<file path="src/rtl/sfc_pkg.sv">
package sfc_pkg;
    typedef enum logic [2:0] {
        ST_OFF,
        ST_MCU,
        ST_SLEEP,
        ST_WAKE,
        ST_SAMPLE,
        ST_CONV,
        ST_HIZ
    } sfc_state_e;
endpackage

</file>
<file path="src/rtl/sfc_level_reg.sv">
// Holds the previous clock's level of each interface input for edge finding.
module sfc_level_reg #(
    parameter int          N       = 3,
    parameter logic [N-1:0] RST_VAL = '0
) (
    input  logic         clk,
    input  logic         rst_n,
    input  logic [N-1:0] lvl_in,
    output logic [N-1:0] lvl_prev
);
    for (genvar g = 0; g < N; g++) begin : g_bit
        always_ff @(posedge clk or negedge rst_n) begin
            if (!rst_n) lvl_prev[g] <= RST_VAL[g];
            else        lvl_prev[g] <= lvl_in[g];
        end
    end
endmodule

</file>
<file path="src/rtl/sfc_shifter.sv">
// Bit counter and output shifter for one frame.
module sfc_shifter #(
    parameter int RES_W   = 10,
    parameter int FRAME_W = 16,
    parameter int CNT_W   = 5
) (
    input  logic             clk,
    input  logic             rst_n,
    input  logic             start,
    input  logic             step,
    input  logic [RES_W-1:0] result,
    output logic [CNT_W-1:0] cnt,
    output logic             bit_out
);
    localparam int PAD = FRAME_W - RES_W;

    logic [CNT_W-1:0] cnt_q;
    logic [CNT_W-1:0] cnt_nxt;
    logic [RES_W-1:0] sh_q;
    logic             bit_q;

    assign cnt_nxt = cnt_q + CNT_W'(1);

    always_ff @(posedge clk or negedge rst_n) begin
        if (!rst_n) begin
            cnt_q <= '0;
            sh_q  <= '0;
            bit_q <= 1'b0;
        end else if (start) begin
            cnt_q <= CNT_W'(1);
            bit_q <= 1'b0;
        end else if (step) begin
            cnt_q <= cnt_nxt;
            if (cnt_nxt <= CNT_W'(PAD)) begin
                bit_q <= 1'b0;
                if (cnt_nxt == CNT_W'(PAD)) sh_q <= result;
            end else begin
                bit_q <= sh_q[RES_W-1];
                sh_q  <= {sh_q[RES_W-2:0], 1'b0};
            end
        end
    end

    assign cnt     = cnt_q;
    assign bit_out = bit_q;
endmodule

</file>
<file path="src/rtl/sar_frame_ctrl.sv">
module sar_frame_ctrl #(
    parameter int RES_W   = 10,
    parameter int FRAME_W = 16
) (
    input  logic             clk,
    input  logic             rst_n,
    input  logic             cs_n,
    input  logic             fs,
    input  logic             sclk,
    input  logic [RES_W-1:0] adc_result,
    output logic             dout,
    output logic             dout_oe,
    output logic             pwr_down,
    output logic             dsp_mode
);
    import sfc_pkg::*;

    localparam int CNT_W = $clog2(FRAME_W + 2);
    localparam int PAD   = FRAME_W - RES_W;
    localparam int NSIG  = 3;
    // bit 0 chip select (idles high), bit 1 frame sync, bit 2 serial clock
    localparam logic [NSIG-1:0] LVL_RST = 3'b001;

    sfc_state_e       st_q, st_d;
    logic             mode_q;
    logic [NSIG-1:0]  lvl_now, lvl_prev;
    logic             cs_fall, fs_rise, sclk_rise, sclk_fall;
    logic             frm_start, frm_step, at_pad, at_end;
    logic [CNT_W-1:0] cnt;
    logic             bit_raw;

    assign lvl_now = {sclk, fs, cs_n};

    sfc_level_reg #(.N(NSIG), .RST_VAL(LVL_RST)) lvl_i (
        .clk     (clk),
        .rst_n   (rst_n),
        .lvl_in  (lvl_now),
        .lvl_prev(lvl_prev)
    );

    assign cs_fall   = !cs_n &&  lvl_prev[0];
    assign fs_rise   =  fs   && !lvl_prev[1];
    assign sclk_rise =  sclk && !lvl_prev[2];
    assign sclk_fall = !sclk &&  lvl_prev[2];

    assign at_pad    = (cnt == CNT_W'(PAD - 1));
    assign at_end    = (cnt == CNT_W'(FRAME_W));
    assign frm_start = !cs_n && (st_q == ST_SLEEP) && fs_rise;
    assign frm_step  = !cs_n && sclk_rise &&
                       (st_q inside {ST_WAKE, ST_SAMPLE, ST_CONV});

    sfc_shifter #(.RES_W(RES_W), .FRAME_W(FRAME_W), .CNT_W(CNT_W)) shf_i (
        .clk    (clk),
        .rst_n  (rst_n),
        .start  (frm_start),
        .step   (frm_step),
        .result (adc_result),
        .cnt    (cnt),
        .bit_out(bit_raw)
    );

    // next-state decision
    always_comb begin
        st_d = st_q;
        if (cs_n) begin
            st_d = ST_OFF;
        end else begin
            unique case (st_q)
                ST_OFF:    if (cs_fall) st_d = fs ? ST_MCU : ST_SLEEP;
                ST_MCU:    st_d = ST_MCU;
                ST_SLEEP:  if (fs_rise) st_d = ST_WAKE;
                ST_WAKE: begin
                    if (sclk_rise && at_pad)       st_d = ST_CONV;
                    else if (sclk_fall && !fs)     st_d = ST_SAMPLE;
                end
                ST_SAMPLE: if (sclk_rise && at_pad) st_d = ST_CONV;
                ST_CONV:   if (sclk_rise && at_end) st_d = ST_HIZ;
                ST_HIZ:    if (sclk_fall) st_d = ST_SLEEP;
                default:   st_d = ST_OFF;
            endcase
        end
    end

    // state register
    always_ff @(posedge clk or negedge rst_n) begin
        if (!rst_n) begin
            st_q   <= ST_OFF;
            mode_q <= 1'b0;
        end else begin
            st_q <= st_d;
            if (cs_fall) mode_q <= !fs;
        end
    end

    // outputs
    always_comb begin
        dout_oe  = st_q inside {ST_WAKE, ST_SAMPLE, ST_CONV};
        pwr_down = (st_q == ST_SLEEP);
        dout     = bit_raw && dout_oe;
        dsp_mode = mode_q;
    end


    cs_off_chk: assert property (@(posedge clk) disable iff (!rst_n)
        cs_n |=> (!dout_oe && !pwr_down));


    pd_oe_excl_chk: assert property (@(posedge clk) disable iff (!rst_n)
        !(pwr_down && dout_oe));


    oe_wake_chk: assert property (@(posedge clk) disable iff (!rst_n)
        $rose(dout_oe) |-> ($past(pwr_down) && $past(fs_rise)));


    mode_hold_chk: assert property (@(posedge clk) disable iff (!rst_n)
        !$stable(dsp_mode) |-> $past(cs_fall));


    pad_zero_chk: assert property (@(posedge clk) disable iff (!rst_n)
        (dout_oe && (cnt <= CNT_W'(PAD))) |-> !dout);


    oe_end_chk: assert property (@(posedge clk) disable iff (!rst_n)
        $fell(dout_oe) |-> ($past(cs_n) || ($past(cnt) == CNT_W'(FRAME_W))));
endmodule

</file>
<file path="config.mk">
export PLATFORM = sky130hd
export DESIGN_NAME = sar_frame_ctrl
export DESIGN_NICKNAME = d
export VERILOG_FILES = /design/src/rtl/sfc_pkg.sv /design/src/rtl/sfc_level_reg.sv /design/src/rtl/sfc_shifter.sv /design/src/rtl/sar_frame_ctrl.sv
export SDC_FILE = /design/constraint.sdc
export NUM_CORES = 1
export LEC_CHECK = 0
export BUFFER_PORTS_ARGS = -buffer_cell sky130_fd_sc_hd__buf_2
export CAP_MARGIN = 5
export CORE_MARGIN = 10
export CORE_UTILIZATION = 64
export CTS_BUF_LIST = sky130_fd_sc_hd__clkbuf_2 sky130_fd_sc_hd__clkbuf_4 sky130_fd_sc_hd__clkbuf_8
export DETAILED_ROUTE_END_ITERATION = 10
export GPL_TIMING_DRIVEN = 1
export PLACE_DENSITY = 0.87
export RECOVER_POWER = 100
export SYNTH_ARGS = -nofsm -noshare
export SYNTH_HDL_FRONTEND = slang
export SYNTH_SLANG_ARGS = --single-unit
</file>
<file path="constraint.sdc">
create_clock -name clk -period 4.51 [get_ports clk]
set_input_delay 0.2255 -clock clk [delete_from_list [all_inputs] [get_ports clk]]
set_output_delay 0.2255 -clock clk [all_outputs]
set_load 0.02 [all_outputs]
</file>
==> flow_summary.ini, run 1 <==
[outcome]
run_status = finished, final reports clean

[grt]
grt_overflow = 0
use_met1_pct = 18.6
busiest_layer = met2
grt_pass1_vias = 1181
track_usage_pct = 14.6
met2_usage_pct = 24.0
antenna_found_initial = 0
grt_max_degree = 24
grt_pass1_wl_um = 5380
grtUsageMet3_pct = 3.10

[sta]
setup_viol = 0
hold_viol = 0
worst_slew_pin_slew_ns = 1.36
min_period_over_period_pct = 60.1
finClkSkew_ns = 0.00765
fin_tns_setup_ns = 0
whs_ns = 0.0838
drv_slew = 0
finalCriticalPeriod_ns = 2.71
slew_headroom_pct = 8.38
max_freq_mhz = 369
rsz0062_at_grt = false

[run]
drv_cap = 0

[synthesis]
yosysUniqueCellTypes = 49
synth_area_sq_mm = 0.00147
synthTopCellsByArea = dfrtp_1 (37%), a221oi_2 (9.2%), inv_1 (6.4%), a211oi_1 (6.1%), a22o_1 (3.0%)
async_flop_share_pct = 100
synth_top_area_share_pct = 37.4
yosysMostFrequentCell = inv_1
ys_seq_area_share_pct = 39.2
synth_seq_cells = 23
synth_edf_count = 0
synthesis.area_per_instance_sq_um = 10.1
synth_commonest_cells = inv_1 (25), dfrtp_1 (22), a211oi_1 (12), a221oi_2 (9), a22o_1 (5)
synthCells = 146
syn-num-nets = 164
synth_flop_cell = dfrtp_1
yosysTopAreaCell = dfrtp_1
yosys_warnings = 0

[detailed_routing]
drtPass1Iterations = 4
ant_nets = 0
avgViaCountPerCell = 6.31
routed_wl_um = 3210
wl_per_cell_um = 17.0
first_iter_violations = 96
via_count = 1192
drcViolationCount = 0

[place]
place.gp.congestion = 0.885
numPortBuffers = 18
placedCellCount = 184
hpwl_um = 2410

[critical_path]
cp-start-kind = register
worst-r2r-cell-count = 4
timing.rr.end = shf_i.sh_q[0]$_DFFE_PN0P_
reg2reg_slack_ns = 1.80
critPathKind = register to register
worst_ep_arrival_time_ns = 2.93
worstPathMaxFanout = 13
r2r-start = st_q[2]$_DFFE_PN0P_
required_ns = 4.73
crit_path_end_kind = register

[cts]
clockRootBuffer = clkbuf_4
clockBufferDepth = 2
insertion_delay_ns = 0.32
post_cts_resized = 0
cts_sinks = 23
cts_tree = yes
clkTransAtPathRegs_ns = 0.14
htree_levels = 1
cts_buffers = 3

[power_and_ir_drop]
powerDensity_mw_per_mm2 = 430
peakVddDrop_uv = 309
power_uw = 647
leakagePower_uw = 0.000707

[floorplanning]
ios = 19
core-area_sq_mm = 0.00219
die_w_um = 68.0
initial_core_util_pct = 67.2
die-area_sq_mm = 0.00462
rows = 17
die_y_um = 68.0

[layout]
num-nets-final = 180
diodes = 0
drive_above_1_share_pct = 10.6
syn2layout_area_growth_pct = 2.30
instances_no_fill = 189

[hold_path]
hold_class = input pin to register
hold_depth = 1
min_from = sclk
min_to = lvl_i.lvl_prev[2]$_DFF_PN0_
## routing by layer
metal / part of all wire [%] / vias up
li1: - / 564
met3: 7.9 / 9
met4: 1.9 / 0
met1: 43 / 572
met5: 0 / -
met2: 47 / 47
## layout by cell type, fill, tap and decap left out, types with 4 or more instances in the layout
master | netlist | layout
o21ai_0 | 3 | 4
a221oi_1 | 0 | 9
inv_1 | 25 | 25
clkbuf_1 | 2 | 8
buf_2 | 2 | 10
a211oi_1 | 12 | 12
dfrtp_1 | 22 | 22
a22o_1 | 5 | 5
## where the power goes
part	internal (uW)	total [uW]	switching, uW
combinational	102	241	138
clock	33.3	101	67.5
sequential	248	305	57.1
## worst max path at each step
stage / startpoint / to / slack [ns] / cells past startpoint
after CTS: st_q[2]$_DFFE_PN0P_ / shf_i.sh_q[0]$_DFFE_PN0P_ / 2.08 / 4
after detailed placement: st_q[2]$_DFFE_PN0P_ / shf_i.sh_q[0]$_DFFE_PN0P_ / 2.08 / 4
after global routing: st_q[2]$_DFFE_PN0P_ / shf_i.sh_q[0]$_DFFE_PN0P_ / 1.57 / 4
after floorplan: shf_i.cnt[0]$_DFFE_PN0P_ / shf_i.sh_q[0]$_DFFE_PN0P_ / 2.75 / 6
after global placement: st_q[2]$_DFFE_PN0P_ / shf_i.sh_q[0]$_DFFE_PN0P_ / 2.20 / 4
final: st_q[2]$_DFFE_PN0P_ / shf_i.sh_q[0]$_DFFE_PN0P_ / 1.80 / 4
## worst max-delay path, cell delays in order (launching register included)
cell     delay, ns
dfrtp_1       0.57
and3b_1       0.27
o21ai_0       1.05
a21o_1        0.37
mux2_1        0.36
## cell families (layout without fill, tap and decap cells)
logic type               after synthesis  after routing  share of synthesized area [%]
AO/OA/AOI/OAI                         48             48                           29.3
XOR/XNOR                               5              5                           2.98
adder cells (fa/ha/maj)                3              3                           2.55
buffers and inverters                 33             48                           10.4
flip-flops                            23             23                           39.2
multiplexers                           2              2                           1.70
AND/OR/NAND/NOR                       32             32                           13.9
## layout make-up
type / instances / area [sq um]
Inverter: 25 / 93.8
Sequential cell: 23 / 577
Timing Repair Buffer: 19 / 90.1
Fill cell: 177 / 686
Clock buffer: 3 / 22.5
Multi-Input combinational cell: 90 / 682
Clock inverter: 1 / 5.00
Tap cell: 28 / 35.0
## state kept, by name, indices dropped and copies added, names as in the netlist
name            count
shf_i.sh_q         10
shf_i.cnt           5
lvl_i.lvl_prev      3
st_q                3
dsp_mode            1
shf_i.bit_out       1
## repair_timing
item / CTS / global route
setup endpoints to repair: 0 / 0
hold buffers: 1 / 0
hold endpoints to repair: 22 / 0
setup buffers: 0 / 0
## metrics by stage
stage	setup WS (ns)	cell area, sq um	util (%)
floorplan	2.75	1470	-
global placement	2.20	1540	70.2
detailed placement	2.08	1540	70.2
CTS	2.08	1580	71.9
global route	1.57	1510	68.7
finish	1.80	1510	68.7
(Power assumes the default switching activity.)
==> run 2, diff against run 1 <==
CORE_UTILIZATION = 59   (was 64)
PLACE_DENSITY = 0.81   (was 0.87)
clock period = 2.74 ns   (was 4.51 ns; I/O delays follow)
==> run 2 against run 1 <==
  * Clock skew shrank 0.0049 ns
  * Final area up 3.8%
  * Maximum frequency increased by 22%
  * Critical path type unchanged
  * Largest power group unchanged
  * Highest routed layer unchanged
==> flow_summary.ini, run 2 (synthesis gave the netlist of run 1 again) <==
[detailed_routing]
avgViaCountPerCell = 6.26
first_iter_violations = 148
drcViolationCount = 0
via_count = 1226
wl_per_cell_um = 16.5
ant_nets = 0
drtPass1Iterations = 5
routed_wl_um = 3230

[critical_path]
reg2reg_slack_ns = 0.51
cp.buffers_inverters = 1
required_ns = 2.96
crit_path_end_kind = register
critPathKind = register to register
worstPathMaxFanout = 13
cp-start-kind = register
worst_ep_arrival_time_ns = 2.44
crit_path_max_incr_delay_ns = 0.47
path_delay_family = compound AO/OA/AOI/OAI gates
critPathSlowestCell = dfrtp_1
cp_cell_sequence = ha_1 > xnor2_1 > a31o_1 > a21o_1 > clkbuf_2 > mux2_4

[power_and_ir_drop]
clockPowerShare_pct = 15.8
combinationalPowerShare_pct = 37.1
powerDensity_mw_per_mm2 = 689
peakVddDrop_uv = 500
p_seq_share_pct = 47.1
p_sw_uw = 425
internal-power_uw = 652
netSwitchingFraction_pct = 39.5
leakagePower_uw = 0.000733
power_uw = 1080

[sta]
worst_slew_pin_slew_ns = 1.19
min_period_over_period_pct = 81.3
finalCriticalPeriod_ns = 2.23
setup_viol = 0
hold_viol = 0
max_freq_mhz = 449
fin_tns_setup_ns = 0
finClkSkew_ns = 0.00275
slew_headroom_pct = 20.5
rsz0062_at_grt = false
drv_slew = 0

[grt]
antenna_found_initial = 0
grt_overflow = 0
grt_max_degree = 24
track_usage_pct = 13.6
grt_pass1_vias = 1214
grt_pass1_wl_um = 5680

[floorplanning]
die-area_sq_mm = 0.00489
core-area_sq_mm = 0.00243
rows = 18
die_y_um = 69.9
die_w_um = 69.9
ios = 19
initial_core_util_pct = 60.5

[layout]
reg_top3 = shf_i.sh_q x10, shf_i.cnt x5
syn2layout_area_growth_pct = 6.21
largest_register = shf_i.sh_q
num-nets-final = 185
postLayoutCoreUtil_pct = 64.2
drive_above_1_share_pct = 13.3
design_area_sq_mm = 0.00156
layout_commonest_cell = inv_1
diodes = 0
largest_reg_flops = 10
layout_common_cells = inv_1 (25), dfrtp_1 (22), a211oi_1 (12)

[cts]
cts_buffers = 3
cts_sinks = 23
clockBufferDepth = 2
cts_tree = yes
htree_levels = 1
clkTransAtPathRegs_ns = 0.13
clockRootBuffer = clkbuf_4
insertion_delay_ns = 0.31

[place]
hpwl_um = 2410
place.gp.congestion = 0.907
numPortBuffers = 18
dpl-instance-area_sq_mm = 0.00156

[outcome]
run_status = finished, final reports clean

[run]
drv_cap = 0

[hold_path]
hold_class = input pin to register
run 2: changes by cell type in the layout (fill, tap and decap cells not counted), sizes merged:
| cell | change |
|---|---|
| clkinv | -1 |
| clkbuf | +2 |
| buf | +1 |
| dlygate4sd3 | +3 |
run 2: timing repair:
item	in CTS	in global routing
hold buffers	3	1
endpoints found under the hold margin	24	1
buffers inserted	0	0
resized for setup	0	0
run 2: area by class of cell:
class,instances,area (sq um)
multi-input combinational,90,692
sequential,23,577
tap,30,37.5
timing repair buffer,24,133
clock buffer,4,30.0
inverter,25,93.8
fill,212,870
run 2: per-stage QoR:
step / setup slack [ns] / std cells / hold WS [ns]
3_5_place_dp: 0.544 / 188 / 0.129
4_1_cts: 0.530 / 195 / 0.00821
2_1_floorplan: 0.978 / 146 / -0.159
5_1_grt: 0.358 / 196 / 0.0449
3_3_place_gp: 0.688 / 188 / 0.131
6_report: 0.512 / 196 / 0.0576
run 2: worst paths after layout:
| path | start | to | cells past startpoint |
|---|---|---|---|
| max | shf_i.cnt[0]$_DFFE_PN0P_ | shf_i.sh_q[0]$_DFFE_PN0P_ | 6 |
| min in group asynchronous | rst_n | st_q[0]$_DFFE_PN0P_ | 2 |
| max reg2reg | shf_i.cnt[0]$_DFFE_PN0P_ | shf_i.sh_q[0]$_DFFE_PN0P_ | 6 |
| min reg2reg | shf_i.sh_q[9]$_DFFE_PN0P_ | shf_i.bit_out$_DFFE_PN0P_ | 1 |
| min | adc_result[5] | shf_i.sh_q[5]$_DFFE_PN0P_ | 3 |
| max in group asynchronous | rst_n | lvl_i.lvl_prev[2]$_DFF_PN0_ | 2 |
run 2: tightest hold or removal path: cells and delay by family:
kind	cells	cell delay [ns]
compound gates	1	0.06
buf+inv	2	0.14
run 2: routing by layer:
layer  GRT usage (%)  wire length, um  vias to the layer above
met5               0                0                        -
met2            20.8             1530                       45
met1            17.4             1440                      589
met4            6.36               74                        0
met3            3.11              185                       13
li1                -                -                      579
run 2: power groups by stage:
stage / logic [uW] / registers [uW] / clock network [uW]
final: 399 / 507 / 170
after floorplan: 369 / 464 / 0
after global routing: 451 / 520 / 188
after detailed placement: 413 / 510 / 0
after CTS: 416 / 504 / 172
after global placement: 395 / 504 / 0
